`src/rtl/skm_pkg.sv`:
```
package skm_pkg;
  typedef enum logic [1:0] {
    CMP_EQ  = 2'd0,
    CMP_NE  = 2'd1,
    CMP_LTS = 2'd2,
    CMP_LTU = 2'd3
  } cmp_e;
endpackage

```
`src/rtl/skm_cond_eval.sv`:
```
module skm_cond_eval
  import skm_pkg::*;
#(
  parameter int DATA_W = 32
) (
  input  cmp_e              cond_i,
  input  logic [DATA_W-1:0] opa_i,
  input  logic [DATA_W-1:0] opb_i,
  output logic              hit_o
);
  logic eq, lts, ltu;

  assign eq  = (opa_i == opb_i);
  assign lts = ($signed(opa_i) < $signed(opb_i));
  assign ltu = (opa_i < opb_i);

  always_comb begin
    unique case (cond_i)
      CMP_EQ:  hit_o = eq;
      CMP_NE:  hit_o = ~eq;
      CMP_LTS: hit_o = lts;
      CMP_LTU: hit_o = ltu;
      default: hit_o = 1'b0;
    endcase
  end
endmodule

```
`src/rtl/skm_mask_reg.sv`:
```
module skm_mask_reg #(
  parameter int WIN = 8
) (
  input  logic           clk_i,
  input  logic           rst_ni,
  input  logic           adv_i,
  input  logic           load_i,
  input  logic [WIN-1:0] pat_i,
  output logic [WIN-1:0] mask_o
);
  logic [WIN-1:0] mask_q, shifted, merged;

  assign shifted = mask_q >> 1;
  assign merged  = load_i ? (shifted | pat_i) : shifted;

  always_ff @(posedge clk_i or negedge rst_ni) begin
    if (!rst_ni)    mask_q <= '0;
    else if (adv_i) mask_q <= merged;
  end

  assign mask_o = mask_q;

  a_r4_stall_hold: assert property (@(posedge clk_i) disable iff (!rst_ni)
    !adv_i |=> $stable(mask_q));

  a_r3_plain_shift: assert property (@(posedge clk_i) disable iff (!rst_ni)
    (adv_i && !load_i) |=> (mask_q == ($past(mask_q) >> 1)));

  a_r5_pattern_set: assert property (@(posedge clk_i) disable iff (!rst_ni)
    (adv_i && load_i) |=> ((mask_q & $past(pat_i)) == $past(pat_i)));
endmodule

```
`src/rtl/skip_mask_unit.sv`:
```
module skip_mask_unit
  import skm_pkg::*;
#(
  parameter int WIN    = 8,
  parameter int DATA_W = 32
) (
  input  logic              clk_i,
  input  logic              rst_ni,
  input  logic              exec_valid_i,
  input  logic              is_cmask_i,
  input  logic [1:0]        cond_i,
  input  logic [DATA_W-1:0] opa_i,
  input  logic [DATA_W-1:0] opb_i,
  input  logic [WIN-1:0]    pattern_i,
  input  logic              wb_en_i,
  output logic              kill_o,
  output logic              wb_en_o
);
  logic           hit, load;
  logic [WIN-1:0] mask;

  skm_cond_eval #(.DATA_W(DATA_W)) u_cond (
    .cond_i (cmp_e'(cond_i)),
    .opa_i  (opa_i),
    .opb_i  (opb_i),
    .hit_o  (hit)
  );

  // kill bit is sampled before this cycle's shift
  assign kill_o  = exec_valid_i & mask[0];
  assign load    = exec_valid_i & is_cmask_i & hit & ~mask[0];
  assign wb_en_o = wb_en_i & ~kill_o;

  skm_mask_reg #(.WIN(WIN)) u_mask (
    .clk_i  (clk_i),
    .rst_ni (rst_ni),
    .adv_i  (exec_valid_i),
    .load_i (load),
    .pat_i  (pattern_i),
    .mask_o (mask)
  );

  a_r7_squashed_cmask: assert property (@(posedge clk_i) disable iff (!rst_ni)
    (exec_valid_i && is_cmask_i && kill_o) |=> (mask == ($past(mask) >> 1)));

  a_r10_wb_gate: assert property (@(posedge clk_i) disable iff (!rst_ni)
    kill_o |-> !wb_en_o);
endmodule

```
`config.mk`:
```
export PLATFORM = sky130hd
export DESIGN_NAME = skip_mask_unit
export DESIGN_NICKNAME = d
export VERILOG_FILES = /design/src/rtl/skm_pkg.sv /design/src/rtl/skm_cond_eval.sv /design/src/rtl/skm_mask_reg.sv /design/src/rtl/skip_mask_unit.sv
export SDC_FILE = /design/constraint.sdc
export NUM_CORES = 1
export LEC_CHECK = 0
export BUFFER_PORTS_ARGS = -buffer_cell sky130_fd_sc_hd__buf_2
export CORE_MARGIN = 1.5
export CORE_UTILIZATION = 40
export CTS_CLUSTER_DIAMETER = 120
export DETAILED_ROUTE_END_ITERATION = 10
export PLACE_DENSITY = 0.76
export REMOVE_ABC_BUFFERS = 1
export SYNTH_ARGS = -nofsm -noshare
export SYNTH_HDL_FRONTEND = slang
export SYNTH_SLANG_ARGS = --single-unit
```
`constraint.sdc`:
```
create_clock -name clk_i -period 2.1 [get_ports clk_i]
set_clock_uncertainty 0.1 [all_clocks]
set_input_delay 0.105 -clock clk_i [delete_from_list [all_inputs] [get_ports clk_i]]
set_output_delay 0.105 -clock clk_i [all_outputs]
set_load 0.005 [all_outputs]
```
==> results of run 1 <==
cell usage after synthesis (all sizes together):
cell / count
a31oi: 1
clkbuf: 1
buf: 2
o21ai: 11
inv: 33
nor3b: 1
mux2: 8
and3b: 1
a21oi: 21
nand4: 8
a211o: 2
nor4b: 1
or3: 1
nand3: 4
o311ai: 1
nor2b: 2
and3: 1
o31a: 2
a21boi: 1
ha: 32
nand2: 13
nor3: 1
and2: 1
a22oi: 1
o211ai: 1
dfrtp: 8
a21o: 2
nor4: 1
o21a: 7
nand4bb: 1
nor2: 3
or4: 1
where the power goes:
group	leakage, nW	internal, mW	switching (mW)
Sequential	0.0916	0.199	0.0366
Clock	0.0138	0.0657	0.0563
Combinational	1.01	0.231	0.182
path summary, 6_finish.rpt:
kind / start / end / slack [ns] / cells past startpoint
min in group clk_i: pattern_i[5] / u_mask.mask_o[5] / 0.12 / 4
min: rst_ni / u_mask.mask_o[6] / 0.11 / 2
max in group asynchronous: rst_ni / u_mask.mask_o[2] / 1.63 / 2
min reg2reg: u_mask.mask_o[7] / u_mask.mask_o[6] / 0.49 / 3
max: opb_i[26] / u_mask.mask_o[7] / 0.17 / 8
max reg2reg: u_mask.mask_o[0] / u_mask.mask_o[0] / 0.47 / 5
stage by stage:
| step | total power [mW] | utilization | hold slack (ns) | instances |
|---|---|---|---|---|
| 2_1_floorplan | 0.478 | - | -0.291 | 171 |
| 3_3_place_gp | 0.642 | 0.585 | -0.144 | 312 |
| 3_5_place_dp | 0.654 | 0.585 | -0.145 | 312 |
| 4_1_cts | 0.782 | 0.594 | 0.110 | 316 |
| 5_1_grt | 0.843 | 0.594 | 0.119 | 316 |
| 6_report | 0.771 | 0.594 | 0.110 | 316 |
critical path: stages:
cell and delay [ns]:
buf_2 0.08, inv_1 0.03, ha_1 0.32, nand4_4 0.12, or4_4 0.53, o311ai_4 0.31, nand3_4 0.15, o31a_1 0.33
cell families after synthesis:
family | count (synthesis) | share of synthesized area
muxes | 8 | 0.0647
and+or+nand+nor | 40 | 0.178
DFF | 8 | 0.144
buffers and inverters | 36 | 0.0979
AOI/OAI and AO/OA | 50 | 0.228
adders and majority gates | 32 | 0.288
layout make-up:
class / count / area [um2]
sequential: 8 / 200
timing repair buffer: 96 / 523
multi-input combinational: 130 / 1060
clock buffer: 3 / 22.5
inverter: 33 / 124
fill: 341 / 1350
tap: 46 / 57.6
metal layers:
| layer | GRT usage | wire, um | part of all wire |
|---|---|---|---|
| met1 | 0.187 | 1410 | 0.45 |
| met2 | 0.327 | 1540 | 0.50 |
| met3 | 0.0166 | 135 | 0.043 |
| met4 | 0.0426 | 29 | 0.0093 |
| met5 | 0 | 0 | 0 |
repair_timing:
| item | in CTS | in global routing |
|---|---|---|
| resized for setup | 0 | 0 |
| hold buffers | 1 | 0 |
| hold endpoints to repair | 8 | 0 |
| endpoints found under the setup margin | 0 | 0 |
==> reports/results.tsv, run 1 <==
stage	metric	value	unit
sta	rsz0062_at_grt	false	
clocking	h-tree-depth	1	
drt	antenna_left	0	
synth	yosys_warnings	0	
cells_and_area	area_growth_syn_to_layout	42.4	%
sta	setup_tns	0	ns
place	dpl.hpwl	2800	um
setup_path	cp.required	2.14	ns
floorplan	start_util	0.417	
min_path	hp-class	in -> async	
cells_and_area	layout-drive-gt1-share	0.407	
setup_path	critical_path_class	in -> reg	
sta	worst_slew_pin_slew	0.522	ns
synth	synth_area_leaders	ha_1 29%, dfrtp_1 14%, inv_1 8.9%	
grt	grt_use_total	0.166	
clocking	cts_made_buffers	3	
floorplan	die_y	62.0	um
drt	drc	0	
clocking	root_buffer	clkbuf_4	
cells_and_area	largest_register_ffs	8	
sta	hold_viol_final	0	
status	run_status	completed	
place	port_buffers	80	
setup_path	crit_arrival	1.97	ns
grt	overflow	0	
setup_path	crit_path_start_kind	primary input	
clocking	cts_tree	yes	
synth	synth_area	1390	um2
clocking	clk_path_buf_depth	2	
floorplan	die_area	3840	um2
synth	avgSynthCellArea	8.00	um2
power_and_ir_drop	power_density	389	nW/um2
sta	fin_ws	0.173	ns
cells_and_area	nets	383	
place	gp_congestion	0.770	
place	place_area	1950	um2
clocking	clk-insertion-delay-late	0.26	ns
sta	finalSetupViolations	0	
sta	fmax	519	MHz
cells_and_area	mostFrequentLayoutCell	buf_2	
drt	drt_first_pass_iters	3	
grt	grt_pass1_vias	1347	
flow_run	cap_violations	0	
synth	yosysSeqAreaShare	0.144	
setup_path	endpoint_kind	flop	
place	place_ws	-0.108	ns
sta	drv_slew	0	
sta	fin_crit_sh	0.918	
grt	grt_pass1_wl	4950	um
cells_and_area	antenna_cells	0	
floorplan	die_width	62.0	um
power_and_ir_drop	ir_drop	187	uV
synth	synthCells	174	
synth	yosys.area.top_type_share	0.288	
synth	synth_top_cell_by_area	ha_1	
cells_and_area	layout_common_cells	80 x buf_2, 33 x inv_1, 32 x ha_1	
floorplan	coreArea	3340	um2
cells_and_area	final_area	1980	um2
sta	fin_crit	1.93	ns
grt	grt_max_degree	18	
sta	slew_headroom	0.651	
drt	drtIter0Drc	29	
drt	dr_total_vias	1504	
drt	wl_per_cell	9.86	um
drt	drt-total-wl	3120	um
grt	antenna_found_initial	0	
power_and_ir_drop	leakage	1.11	nW
clocking	clk_pin_slew	0.06	ns
synth	synth.distinct_cells	35	
setup_path	crit_path_max_fanout	8	
clocking	cts_setup_buffers	0	
clocking	clock-sinks	8	
floorplan	ioPinCount	81	
floorplan	row_count	21	
drt	vias_per_cell	4.76	
synth	synth_seq_cells	8	
Note: power is estimated with default switching activity, not from simulation.
==> run 2, diff against run 1 <==
==> constraint.sdc (replaced) <==
create_clock -name clk_i -period 2.1 [get_ports clk_i]
set_clock_uncertainty 0.1 [all_clocks]
set_input_delay 0.21 -clock clk_i [delete_from_list [all_inputs] [get_ports clk_i]]
set_output_delay 0.21 -clock clk_i [all_outputs]
set_load 0.005 [all_outputs]
==> reports/results.tsv, run 2 (same netlist as run 1, synthesis figures left out) <==
stage	metric	value	unit	change
grt	grt_max_degree	18		unchanged
floorplan	die_area	3840	um2	unchanged
clocking	h-tree-depth	1		unchanged
min_path	hp-class	in -> async		
sta	hold_viol_final	0		unchanged
sta	drv_slew	0		unchanged
grt	grt_use_total	0.172		+0.00581
cells_and_area	fillCellCount	329		-3.5%
drt	drt_first_pass_iters	4		+1
grt	overflow	0		unchanged
sta	finalSetupViolations	0		unchanged
grt	grt_pass1_vias	1414		+5.0%
grt	grt_pass1_wl	5180	um	+4.7%
sta	fin_crit	2.03	ns	+0.0984 ns
floorplan	die_width	62.0	um	unchanged
sta	rsz0062_at_grt	true		
setup_path	cp.required	2.13	ns	about the same
place	gp_congestion	0.778		+1.1%
place	dpl.hpwl	2910	um	+3.9%
setup_path	rr_endpoint	u_mask.mask_o[0]		
place	placedCellCount	312		unchanged
clocking	clk_path_buf_depth	2		unchanged
setup_path	crit_path_start_kind	primary input		
drt	wl_per_cell	10.1	um	+2.8%
clocking	root_buffer	clkbuf_4		
power_and_ir_drop	power_density	389	nW/um2	about the same
floorplan	row_count	21		unchanged
setup_path	timing.rr.start	u_mask.mask_o[0]		
setup_path	crit_end	u_mask.mask_o[7]		
power_and_ir_drop	finalPower	0.778	mW	+0.91%
flow_run	cap_violations	0		unchanged
cells_and_area	fin_cells	316		unchanged
cells_and_area	largest_register_ffs	8		unchanged
drt	dr_total_vias	1533		+1.9%
setup_path	crit_start	opb_i[25]		
power_and_ir_drop	ir_drop	167	uV	-11%
drt	drt-total-wl	3200	um	+2.8%
grt	antenna_found_initial	0		unchanged
setup_path	critical_path_class	in -> reg		
clocking	cts_tree	yes		
place	place_ws	-0.255	ns	-0.146 ns
cells_and_area	layout-drive-gt1-share	0.415		+0.00741
cells_and_area	antenna_cells	0		unchanged
cells_and_area	area_growth_syn_to_layout	43.8	%	
cells_and_area	final_util	0.600		+0.00562
sta	fin_ws	0.0741	ns	-0.0984 ns
place	place_area	1950	um2	unchanged
power_and_ir_drop	leakage	1.11	nW	about the same
floorplan	ioPinCount	81		unchanged
clocking	cts_made_buffers	3		unchanged
cells_and_area	final_area	2000	um2	+0.95%
sta	fin_crit_sh	0.965		+0.0469
status	run_status	completed		
sta	fmax	494	MHz	-4.9%
floorplan	start_util	0.417		unchanged
sta	worst_slew_pin_slew	0.464	ns	-0.0586 ns
drt	drc	0		unchanged
floorplan	die_y	62.0	um	unchanged
sta	slew_headroom	0.690		+0.0391
drt	drtIter0Drc	34		+17%
drt	antenna_left	0		unchanged
clocking	clk_pin_slew	0.05	ns	about the same
cells_and_area	nets	383		unchanged
cells_and_area	layout_common_cells	80 x buf_2, 33 x inv_1, 31 x ha_1		
setup_path	ff2ff_setup_slack	0.49	ns	+0.02 ns
setup_path	crit_path_max_fanout	8		unchanged
clocking	clk-insertion-delay-late	0.25	ns	about the same
drt	vias_per_cell	4.85		+1.9%
setup_path	crit_arrival	2.06	ns	+0.09 ns
clocking	clock-sinks	8		unchanged
floorplan	coreArea	3340	um2	unchanged
setup_path	r2r_cells	5		unchanged
place	port_buffers	80		unchanged
cells_and_area	mostFrequentLayoutCell	buf_2		
setup_path	endpoint_kind	flop		
[run 2: cell count changes in the layout (fill, tap and decap cells not counted)]
cell and delta:
o21ai_0 -6, o21ai_1 +6, a31oi_1 -1, a31oi_2 +1
ha_1 -1, ha_4 +1
[run 2: timing repair]
item / in CTS / in global routing
buffers inserted: 0 / 0
hold endpoints to repair: 8 / 0
endpoints found under the setup margin: 0 / 8
hold buffers: 1 / 0
gates resized for setup: 0 / 8
[run 2: how the worst min path moves through the flow]
stage,to,cells past startpoint
5_1_grt,u_mask.mask_o[7],3
2_1_floorplan,u_mask.mask_o[0],0
6_report,u_mask.mask_o[4],2
4_1_cts,u_mask.mask_o[5],2
3_3_place_gp,u_mask.mask_o[3],1
3_5_place_dp,u_mask.mask_o[4],1
[run 2: metal layers]
layer	global-route usage	part of all wire	vias up
met5	0	0	-
met4	0.0395	0	0
met3	0.0166	0.055	0
met2	0.333	0.52	44
met1	0.200	0.42	674
li1	-	-	815
[run 2: metrics by stage]
stage | hold WS (ns) | TNS (ns)
after floorplan | -0.186 | -0.0249
after global placement | -0.0396 | -0.981
after detailed placement | -0.0408 | -1.51
after CTS | 0.225 | 0
after global routing | 0.246 | -0.0115
final | 0.233 | 0
[run 2: area by class of cell]
| type | instances | area [um2] | area share |
|---|---|---|---|
| Inverter | 33 | 124 | 0.0619 |
| Timing Repair Buffer | 96 | 523 | 0.261 |
| Clock buffer | 3 | 22.5 | 0.0113 |
| Sequential cell | 8 | 200 | 0.100 |
| Tap cell | 46 | 57.6 | 0.0287 |
| Multi-Input combinational cell | 130 | 1070 | 0.537 |
[run 2: critical path: stages]
cell	delay, ns
buf_2	0.07
inv_1	0.03
ha_1	0.32
nand4_4	0.10
or4_4	0.56
o311ai_4	0.27
nand3_4	0.16
o31a_1	0.34
[run 2: report_power, final]
group / leakage (nW) / internal [mW] / switching (mW)
registers: 0.0916 / 0.199 / 0.0373
logic: 1.01 / 0.237 / 0.190
clock network: 0.0138 / 0.0652 / 0.0492
total: 1.11 / 0.501 / 0.276
==> run 3, diff against run 2 <==
--- a/config.mk
+++ b/config.mk
@@ -7,10 +7,11 @@
 export LEC_CHECK = 0
 export BUFFER_PORTS_ARGS = -buffer_cell sky130_fd_sc_hd__buf_2
 export CORE_MARGIN = 1.5
-export CORE_UTILIZATION = 40
+export CORE_UTILIZATION = 48
 export CTS_CLUSTER_DIAMETER = 120
 export DETAILED_ROUTE_END_ITERATION = 10
-export PLACE_DENSITY = 0.76
+export MAX_ROUTING_LAYER = met4
+export PLACE_DENSITY = 0.89
 export REMOVE_ABC_BUFFERS = 1
 export SYNTH_ARGS = -nofsm -noshare
 export SYNTH_HDL_FRONTEND = slang
==> reports/results.tsv, run 3 (same netlist as run 1, synthesis figures left out) <==
stage	metric	value	unit	change
sta	slew_headroom	0.688		-0.00193
grt	grt_pass1_vias	1548		+9.5%
cells_and_area	layout-drive-gt1-share	0.424		+0.00954
clocking	clk-insertion-delay-late	0.25	ns	about the same
setup_path	crit_path_start_kind	primary input		
clocking	h-tree-depth	1		unchanged
drt	dr_total_vias	1610		+5.0%
clocking	clock-sinks	8		unchanged
min_path	hp-class	in -> reg		
power_and_ir_drop	netSwitchingFraction	0.365		+0.00935
clocking	clk_pin_slew	0.06	ns	about the same
floorplan	ioPinCount	81		unchanged
setup_path	crit_slowest_cell	or4_4		
sta	fin_ws	0.0805	ns	+0.00641 ns
clocking	cts_tree	yes		
cells_and_area	final_area	2010	um2	+0.25%
drt	vias_per_cell	5.33		+9.9%
cells_and_area	fillCellCount	209		-36%
drt	drtIter0Drc	45		+32%
drt	antenna_left	0		unchanged
cells_and_area	antenna_cells	0		unchanged
grt	antenna_found_initial	0		unchanged
place	port_buffers	80		unchanged
drt	wl_per_cell	11.2	um	+11%
drt	drt-total-wl	3390	um	+6.0%
sta	hold_viol_final	0		unchanged
clocking	cts_setup_buffers	0		unchanged
sta	drv_slew	0		unchanged
sta	worst_slew_pin_slew	0.467	ns	+0.00289 ns
grt	grt_pass1_wl	5720	um	+10%
setup_path	timing.rr.start	u_mask.mask_o[0]		
floorplan	start_util	0.505		+0.0877
sta	fmax	495	MHz	+0.32%
clocking	clk_path_buf_depth	2		unchanged
setup_path	r2r_cells	5		unchanged
cells_and_area	mostFrequentLayoutCell	buf_2		
setup_path	endpoint_kind	flop		
cells_and_area	area_growth_syn_to_layout	44.1	%	
floorplan	die_y	56.9	um	-8.3%
place	place_area	1940	um2	-0.58%
setup_path	crit_start	opb_i[18]		
sta	fin_crit	2.02	ns	-0.00641 ns
place	dpl.hpwl	2980	um	+2.6%
sta	setup_tns	0	ns	unchanged
setup_path	ff2ff_setup_slack	0.52	ns	+0.03 ns
setup_path	crit_arrival	2.05	ns	about the same
cells_and_area	final_util	0.728		+0.128
power_and_ir_drop	leakage	1.12	nW	+0.46%
setup_path	crit_end	u_mask.mask_o[3]		
power_and_ir_drop	p_seq_frac	0.300		-0.004
grt	overflow	0		unchanged
drt	drc	0		unchanged
setup_path	max_stage_delay	0.58	ns	+0.02 ns
cells_and_area	multi_input_area	1090	um2	+1.5%
cells_and_area	largest_register_ffs	8		unchanged
power_and_ir_drop	combPwrFrac	0.551		+0.002
cells_and_area	nets	384		+0.26%
setup_path	critical_path_class	in -> reg		
sta	hold_slack	0.220	ns	-0.0123 ns
setup_path	path_cells	buf_2, inv_1, ha_1, nand4_1, or4_4, buf_4, a31oi_2, o31a_1, o21ai_1		
power_and_ir_drop	ir_drop	471	uV	+180%
floorplan	die_area	3230	um2	-16%
flow_run	cap_violations	0		unchanged
setup_path	cp_num_buf_inv	3		+1
status	run_status	completed		
clocking	root_buffer	clkbuf_4		
place	gp_congestion	0.814		+4.7%
floorplan	row_count	19		-9.5%
floorplan	coreArea	2760	um2	-17%
cells_and_area	seqCellArea	200	um2	unchanged
power_and_ir_drop	power_density	398	nW/um2	+2.3%
cells_and_area	layout_common_cells	80 x buf_2, 33 x inv_1, 30 x ha_1		
sta	finalSetupViolations	0		unchanged
sta	fin_crit_sh	0.962		-0.00305
power_and_ir_drop	intPower	0.507	mW	+1.1%
grt	grt_use_total	0.220		+0.0483
setup_path	rr_endpoint	u_mask.mask_o[4]		
place	place_ws	-0.236	ns	+0.0188 ns
floorplan	die_width	56.9	um	-8.3%
drt	drt_first_pass_iters	5		+1
grt	grt_max_degree	18		unchanged
power_and_ir_drop	p_clk_frac	0.149		+0.002
clocking	cts_made_buffers	3		unchanged
setup_path	path_depth	9		+1
setup_path	crit_path_max_fanout	7		-1
power_and_ir_drop	p_sw	0.291	mW	+5.3%
setup_path	cp_top_family	simple AND/OR/NAND/NOR gates		
setup_path	cp.required	2.13	ns	about the same
[run 3: cell count changes in the layout (fill, tap and decap cells not counted), sizes merged]
cell	change
buf	+1
[run 3: routing by layer]
metal / track usage / share of wire / vias up
li1: - / - / 817
met1: 0.233 / 0.39 / 718
met2: 0.424 / 0.53 / 65
met3: 0.0230 / 0.049 / 10
met4: 0.0698 / 0.022 / 0
met5: - / 0 / -
[run 3: tightest hold or removal path: cells and delay by family]
kind | cells | cell delay [ns]
AOI/OAI and AO/OA | 1 | 0.12
buffers and inverters | 1 | 0.08
muxes | 1 | 0.13
[run 3: cell type report]
cell class                      instances  share of cell area
Tap cell                               31              0.0193
Sequential cell                         8              0.0998
Timing Repair Buffer                   97               0.264
Multi-Input combinational cell        130               0.544
Inverter                               33              0.0617
Clock buffer                            3              0.0112
[run 3: what timing repair did]
action                                 4_1_cts  5_1_grt
endpoints found under the hold margin        8        0
gates resized for setup                      0       12
setup endpoints to repair                    0        8
hold buffers                                 1        0
[run 3: worst min-delay path by stage]
stage            startpoint               end  slack, ns  cells past startpoint
3_5_place_dp         rst_ni  u_mask.mask_o[3]      -0.04                      1
2_1_floorplan        rst_ni  u_mask.mask_o[0]      -0.19                      0
3_3_place_gp         rst_ni  u_mask.mask_o[3]      -0.04                      1
5_1_grt        pattern_i[7]  u_mask.mask_o[7]       0.21                      3
4_1_cts        pattern_i[7]  u_mask.mask_o[7]       0.21                      3
6_report       pattern_i[7]  u_mask.mask_o[7]       0.22                      3
[run 3: power groups by stage]
stage / combinational, mW / clock, mW / sequential [mW]
6_report: 0.440 / 0.119 / 0.239
5_1_grt: 0.496 / 0.132 / 0.243
4_1_cts: 0.428 / 0.123 / 0.237
3_5_place_dp: 0.421 / 0 / 0.240
3_3_place_gp: 0.404 / 0 / 0.236
2_1_floorplan: 0.251 / 0 / 0.228
[run 3: through the flow]
| step | power (mW) | instances |
|---|---|---|
| 2_1_floorplan | 0.478 | 171 |
| 3_3_place_gp | 0.640 | 298 |
| 3_5_place_dp | 0.661 | 298 |
| 4_1_cts | 0.788 | 302 |
| 5_1_grt | 0.871 | 302 |
| 6_report | 0.798 | 302 |
